## src/rtl/cspi_pkg.sv

```systemverilog
package cspi_pkg;

    localparam int DATA_W  = 32;
    localparam int CNT_W   = 7;
    localparam int NUM_CS  = 3;
    localparam int RSVD_W  = DATA_W - 1 - NUM_CS - 2 - CNT_W;

    typedef enum logic [1:0] {
        ST_IDLE  = 2'd0,
        ST_SETUP = 2'd1,
        ST_LEAD  = 2'd2,
        ST_TRAIL = 2'd3
    } cspi_state_e;

    // Command word layout, most significant field first.
    typedef struct packed {
        logic              go;
        logic [NUM_CS-1:0] sel;
        logic              rest_lvl;
        logic              last;
        logic [RSVD_W-1:0] spare;
        logic [CNT_W-1:0]  nbits;
    } cspi_cmd_t;

endpackage

```

## src/rtl/cspi_clkdiv.sv

```systemverilog
module cspi_clkdiv #(
    parameter int HALF_DIV = 2
) (
    input  logic clk,
    input  logic rst_n,
    input  logic run,
    output logic tick
);
    localparam int CW = (HALF_DIV > 1) ? $clog2(HALF_DIV) : 1;
    localparam logic [CW-1:0] LAST = CW'(HALF_DIV - 1);

    logic [CW-1:0] cnt_q;

    assign tick = run && (cnt_q == LAST);

    always_ff @(posedge clk or negedge rst_n) begin
        if (!rst_n) begin
            cnt_q <= '0;
        end else if (!run || tick) begin
            cnt_q <= '0;
        end else begin
            cnt_q <= cnt_q + 1'b1;
        end
    end
endmodule

```

## src/rtl/cspi_cmd_decode.sv

```systemverilog
module cspi_cmd_decode
    import cspi_pkg::*;
(
    input  logic              wr_en,
    input  logic              wr_addr,
    input  logic [DATA_W-1:0] wr_data,
    input  logic              busy,
    output logic              start,
    output logic              tx_we,
    output logic [NUM_CS-1:0] sel,
    output logic              rest_lvl,
    output logic              last,
    output logic [CNT_W-1:0]  nbits
);
    localparam logic [CNT_W-1:0] MAX_BITS = CNT_W'(DATA_W);

    cspi_cmd_t cmd;
    logic      cnt_ok;

    assign cmd      = cspi_cmd_t'(wr_data);
    assign cnt_ok   = (cmd.nbits != '0) && (cmd.nbits <= MAX_BITS);
    assign start    = wr_en && !wr_addr && !busy && cmd.go && cnt_ok;
    assign tx_we    = wr_en && wr_addr;
    assign sel      = cmd.sel;
    assign rest_lvl = cmd.rest_lvl;
    assign last     = cmd.last;
    assign nbits    = cmd.nbits;
endmodule

```

## src/rtl/cspi_shifter.sv

```systemverilog
module cspi_shifter
    import cspi_pkg::*;
(
    input  logic              clk,
    input  logic              rst_n,
    input  logic              load,
    input  logic [DATA_W-1:0] tx_word,
    input  logic [CNT_W-1:0]  nbits,
    input  logic              advance,
    input  logic              sample,
    input  logic              din,
    output logic              next_bit,
    output logic [DATA_W-1:0] rx_word
);
    logic [DATA_W-1:0] tx_sh_q;
    logic [DATA_W-1:0] rx_sh_q;
    logic [CNT_W-1:0]  align;

    // Left-justify so that bit nbits-1 sits at the top.
    assign align    = CNT_W'(DATA_W) - nbits;
    assign next_bit = tx_sh_q[DATA_W-1];
    assign rx_word  = rx_sh_q;

    always_ff @(posedge clk or negedge rst_n) begin
        if (!rst_n) begin
            tx_sh_q <= '0;
        end else if (load) begin
            tx_sh_q <= tx_word << align;
        end else if (advance) begin
            tx_sh_q <= {tx_sh_q[DATA_W-2:0], 1'b0};
        end
    end

    always_ff @(posedge clk or negedge rst_n) begin
        if (!rst_n) begin
            rx_sh_q <= '0;
        end else if (load) begin
            rx_sh_q <= '0;
        end else if (sample) begin
            rx_sh_q <= {rx_sh_q[DATA_W-2:0], din};
        end
    end
endmodule

```

## src/rtl/cmd_spi_shifter.sv

```systemverilog
module cmd_spi_shifter
    import cspi_pkg::*;
#(
    parameter int HALF_DIV = 2
) (
    input  logic              clk,
    input  logic              rst_n,
    input  logic              wr_en,
    input  logic              wr_addr,
    input  logic [DATA_W-1:0] wr_data,
    output logic [DATA_W-1:0] rd_data,
    output logic              busy,
    output logic              sclk,
    output logic [NUM_CS-1:0] cs_n,
    output logic              mosi,
    input  logic              miso
);
    cspi_state_e       state_q, state_d;
    logic              start, tx_we, tick;
    logic [NUM_CS-1:0] cmd_sel;
    logic              cmd_rest, cmd_last;
    logic [CNT_W-1:0]  cmd_nbits;
    logic [DATA_W-1:0] tx_reg_q;
    logic [CNT_W-1:0]  left_q;
    logic              rest_q, last_q, sclk_q, mosi_q;
    logic [NUM_CS-1:0] sel_q;
    logic              advance, sample, next_bit, more;

    cspi_cmd_decode u_dec (
        .wr_en    (wr_en),
        .wr_addr  (wr_addr),
        .wr_data  (wr_data),
        .busy     (busy),
        .start    (start),
        .tx_we    (tx_we),
        .sel      (cmd_sel),
        .rest_lvl (cmd_rest),
        .last     (cmd_last),
        .nbits    (cmd_nbits)
    );

    cspi_clkdiv #(.HALF_DIV(HALF_DIV)) u_div (
        .clk   (clk),
        .rst_n (rst_n),
        .run   (busy),
        .tick  (tick)
    );

    assign more    = (left_q != '0);
    assign advance = tick && ((state_q == ST_SETUP) || (state_q == ST_TRAIL && more));
    assign sample  = tick && (state_q == ST_LEAD);

    cspi_shifter u_sh (
        .clk      (clk),
        .rst_n    (rst_n),
        .load     (start),
        .tx_word  (tx_reg_q),
        .nbits    (cmd_nbits),
        .advance  (advance),
        .sample   (sample),
        .din      (miso),
        .next_bit (next_bit),
        .rx_word  (rd_data)
    );

    // Next-state logic
    always_comb begin
        state_d = state_q;
        unique case (state_q)
            ST_IDLE:  if (start) state_d = ST_SETUP;
            ST_SETUP: if (tick)  state_d = ST_LEAD;
            ST_LEAD:  if (tick)  state_d = ST_TRAIL;
            ST_TRAIL: if (tick)  state_d = more ? ST_LEAD : ST_IDLE;
            default:             state_d = ST_IDLE;
        endcase
    end

    // State register
    always_ff @(posedge clk or negedge rst_n) begin
        if (!rst_n) state_q <= ST_IDLE;
        else        state_q <= state_d;
    end

    // Transmit data register
    always_ff @(posedge clk or negedge rst_n) begin
        if (!rst_n)     tx_reg_q <= '0;
        else if (tx_we) tx_reg_q <= wr_data;
    end

    // Output and counter registers
    always_ff @(posedge clk or negedge rst_n) begin
        if (!rst_n) begin
            sclk_q <= 1'b0;
            mosi_q <= 1'b0;
            sel_q  <= '0;
            rest_q <= 1'b0;
            last_q <= 1'b0;
            left_q <= '0;
        end else begin
            unique case (state_q)
                ST_IDLE: begin
                    if (start) begin
                        sclk_q <= cmd_rest;
                        rest_q <= cmd_rest;
                        last_q <= cmd_last;
                        sel_q  <= cmd_sel;
                        left_q <= cmd_nbits;
                    end
                end
                ST_SETUP: begin
                    if (tick) begin
                        sclk_q <= ~rest_q;
                        mosi_q <= next_bit;
                    end
                end
                ST_LEAD: begin
                    if (tick) begin
                        sclk_q <= rest_q;
                        left_q <= left_q - 1'b1;
                    end
                end
                ST_TRAIL: begin
                    if (tick) begin
                        if (more) begin
                            sclk_q <= ~rest_q;
                            mosi_q <= next_bit;
                        end else if (last_q) begin
                            sel_q <= '0;
                        end
                    end
                end
                default: ;
            endcase
        end
    end

    for (genvar g = 0; g < NUM_CS; g++) begin : g_cs
        assign cs_n[g] = ~sel_q[g];
    end

    assign busy = (state_q != ST_IDLE);
    assign sclk = sclk_q;
    assign mosi = mosi_q;
endmodule

```

## config.mk

```make
export PLATFORM = sky130hd
export DESIGN_NAME = cmd_spi_shifter
export DESIGN_NICKNAME = d
export VERILOG_FILES = /design/src/rtl/cspi_pkg.sv /design/src/rtl/cspi_clkdiv.sv /design/src/rtl/cspi_cmd_decode.sv /design/src/rtl/cspi_shifter.sv /design/src/rtl/cmd_spi_shifter.sv
export SDC_FILE = /design/constraint.sdc
export NUM_CORES = 1
export LEC_CHECK = 0
export ABC_AREA = 1
export BUFFER_PORTS_ARGS = -buffer_cell sky130_fd_sc_hd__buf_2
export CORE_ASPECT_RATIO = 0.7
export CORE_MARGIN = 1
export CORE_UTILIZATION = 60
export DETAILED_ROUTE_END_ITERATION = 8
export GPL_ROUTABILITY_DRIVEN = 0
export HOLD_SLACK_MARGIN = 0.03
export PLACE_DENSITY = 0.81
export SETUP_SLACK_MARGIN = 0.5
export SKIP_LAST_GASP = 1
export SLEW_MARGIN = 20
export SYNTH_ARGS = -nofsm -noshare
export SYNTH_HDL_FRONTEND = slang
export SYNTH_SLANG_ARGS = --single-unit
```

## constraint.sdc

```tcl
create_clock -name clk -period 5.1 [get_ports clk]
set_input_delay 0.51 -clock clk [delete_from_list [all_inputs] [get_ports clk]]
set_output_delay 0.51 -clock clk [all_outputs]
set_load 0.02 [all_outputs]
```

==> out/metrics.csv <==
stage;metric;value;unit
power_and_ir_drop;p_int;2.478;mW
setup_path;startpoint;wr_data[0];
power_and_ir_drop;p_leak;3.687;nW
power_and_ir_drop;power_density;522.0;nW/um2
power_and_ir_drop;ir_worst_vdd;0.0003616;V
status;status;finished, violations left;
floorplan;die_area;12130;um2
timing;hold_viol_final;0;
clock_tree;htreeDepth;4;
final_layout;diodes;0;
timing;slew_viol_final;0;
setup_path;cp-end-kind;flop;
setup_path;cp_data_arrival_time;3670;ps
clock_tree;cts_tree;yes;
timing;finalSetupTns;0;ps
clock_tree;clock_sinks;113;
floorplan;io_pins;75;
final_layout;area_delta_synth_final;13.04;%
clock_tree;cts-hold-fix-buffers;0;
power_and_ir_drop;p_clk_share;30.5;%
power_and_ir_drop;power.switching;1.659;mW
placement;dp_slack;1516;ps
power_and_ir_drop;combPwrFrac;35.5;%
timing;setup_ws;1799;ps
setup_path;ff2ff_path_depth;7;
synth;syn_nets;948;
setup_path;r2r-end;left_q[6];
power_and_ir_drop;switching_share;40.10;%
power_and_ir_drop;sequentialPowerShare;33.9;%
global_route;grtUsageTotal;33.44;%
synth;synth_top_flop_cell;dfrtp_1;
timing;fmax;303.0;MHz
setup_path;worstSetupPathType;input pin to flop;
routing;drc;1;
final_layout;drive_gt1_share;17.48;%
routing;drt_iter0_markers;960;
synth;async_reset_ff_share;100.0;%
timing;min_period;3301;ps
setup_path;cp.required;5470;ps
clock_tree;cts_buffer_depth;2;
timing;setup_violations;0;
routing;drtAntennaViolNets;0;
status;violations;design-rule violations;
timing;max_slew.worst_pin.slew;975.6;ps
routing;dr_total_vias;6909;
synth;synth_edf_count;0;
clock_tree;clock_latency;420;ps
worst_hold_path;hold_class;input pin to async pin;
clock_tree;path_clk_slew;60;ps
routing;first_pass_iters;9;
floorplan;die_x;131.2;um
synth;yosys_warnings;0;
synth;synthesis.area;7012;um2
synth;synth_largest_area_cell;dfrtp_1;
placement;dp_hpwl;12.87;mm
final_layout;final_nets;987;
synth;synthCells;909;
global_route;grt_max_degree;66;
final_layout;fillers;922;
run;maxCapViolations;0;
final_layout;multiInputGateArea;3518;um2
clock_tree;postCtsResizedCells;0;
synth;synth_top_area_share;40.33;%
clock_tree;post_cts_buffers;0;
synth;synth-seq-cells;113;
setup_path;r2r_start;state_q[0];
global_route;antenna_found_initial;0;
setup_path;startpoint_type;input pin;
floorplan;start_util;62.54;%
global_route;grt-ovfl-total;0;
floorplan;die_h;92.45;um
placement;io_buffers;74;
timing;rsz0062_at_grt;false;
floorplan;placementRows;32;
global_route;grt_pass1_wl;32.09;mm
timing;relSlewSlack;34.78;%
synth;synth.area.top_cells;dfrtp_1 40%, nand3_1 17%, nand2_1 7.4%;
clock_tree;root_buffer;clkbuf_16;
routing;viasPerCell;6.202;
routing;wirelength;18.99;mm
clock_tree;cts_buffers;17;
synth;post_synth.cell_area_avg;7.714;um2
final_layout;register_area;2828;um2
global_route;first_global_vias;6468;
setup_path;r2r_setup_slack;2140;ps
setup_path;critical_path.max_fanout;56;
floorplan;core;11210;um2
timing;skew;10.04;ps
timing;fin_crit_sh;64.72;%
synth;yosysSeqAreaShare;40.33;%
synth;ys_types;46;
routing;wl_per_cell;17.05;um
[sequential cells by signal, indices dropped and copies added (netlist names)]
register and cells:
tx_reg_q 32, u_sh.rx_word 32, u_sh.tx_sh_q 32, left_q 7, sel_q 3, state_q 2
last_q 1, mosi 1, rest_q 1, sclk 1, u_div.cnt_q 1
[per-stage QoR]
step	utilization [%]	power, mW	std cells	hold WS, ps	area [um2]
finish	70.70	4.137	1114	161.3	7926
global route	70.70	4.375	1114	238.6	7926
CTS	70.70	4.131	1114	194.8	7926
detailed placement	65.16	2.851	1082	470.6	7305
global placement	65.16	2.816	1082	464.5	7305
floorplan	-	2.460	909	214.4	7012
[routing by layer]
| metal | GRT usage, % | part of all wire, % |
|---|---|---|
| met1 | 46.82 | 44 |
| met2 | 49.56 | 44 |
| met3 | 10.34 | 9.8 |
| met4 | 10.10 | 1.9 |
| met5 | 0 | 0 |
[placed cells by master, fill, tap and decap left out, types with 2 or more instances in the layout]
master and instances:
inv_2 7, buf_4 11, clkinv_1 2, nand2_1 138
nor3_2 2, inv_1 76, inv_6 6, ha_1 2
nand3_2 3, nor2_1 35, o21ai_1 6, clkbuf_16 17
or2_0 7, nand2_4 2, a21oi_1 31, buf_2 73
nand4_1 45, nor2_2 2, mux2_2 23, o22ai_1 33
nand3_1 238, o31ai_1 4, nor2_8 4, nor3_1 2
bufinv_16 3, dfrtp_1 113, o21ai_0 51, clkinv_4 4
[logic make-up (layout without fill, tap and decap cells)]
group	Yosys count	in the layout	share of synthesized area, %
compound gates	135	135	11.14
flops	113	113	40.33
fa+ha+maj	2	2	0.3568
buf+inv	149	201	9.600
mux	24	24	3.837
xor+xnor	4	4	0.6068
simple gates	482	482	34.14
[cell usage after synthesis (2+ instances only)]
cell	n
o31ai_1	4
nand2_1	138
nor2_1	35
nand3_1	238
buf_2	13
buf_6	8
a21oi_1	31
nor2_2	2
buf_1	7
dfrtp_1	113
mux2_2	23
ha_1	2
o22ai_1	33
or2_0	7
xnor2_1	2
nor3_1	2
nand3_2	3
buf_4	7
o21ai_0	51
o21ai_1	6
clkbuf_1	28
nor2_8	4
nand2_4	2
clkinv_1	2
inv_2	7
inv_1	76
nand4_1	45
nor3_2	2
[worst max path at each step]
stage / end / slack, ps
after floorplan: u_sh.tx_sh_q[27] / 2730
after global routing: u_sh.tx_sh_q[20] / 1490
after CTS: u_sh.tx_sh_q[25] / 1940
after global placement: u_sh.tx_sh_q[22] / 1630
final: u_sh.tx_sh_q[25] / 1800
after detailed placement: u_sh.tx_sh_q[1] / 1520
[power groups by stage]
stage               Combinational [mW]  Clock [mW]  Sequential, mW
floorplan                        0.937           0            1.52
global placement                  1.42           0            1.40
detailed placement                1.45           0            1.40
CTS                               1.46        1.27            1.40
global route                      1.62        1.31            1.44
finish                            1.47        1.26            1.40
[layout make-up]
class                   instances  share of cell area [%]
well taps                     153                   2.415
repair buffers                 84                   5.651
inverters                      85                   4.025
clock buffers                  17                   5.367
multi-input cells             647                   44.39
flip-flops and latches        113                   35.67
clock inverters                15                   2.478
[worst max-delay path, stage by stage]
cell and delay, ps:
buf_2 580, clkinv_1 220, ha_1 330, nand3_4 150, nand2_4 60, nand2_2 50, buf_4 440, nand2_1 160
inv_2 220, nand3_1 130, nand2_1 160, nand3_1 170, nand2_1 150, nand3_1 100, nand3_1 100, nand2_1 70
inv_1 50
(Power assumes the default switching activity.)
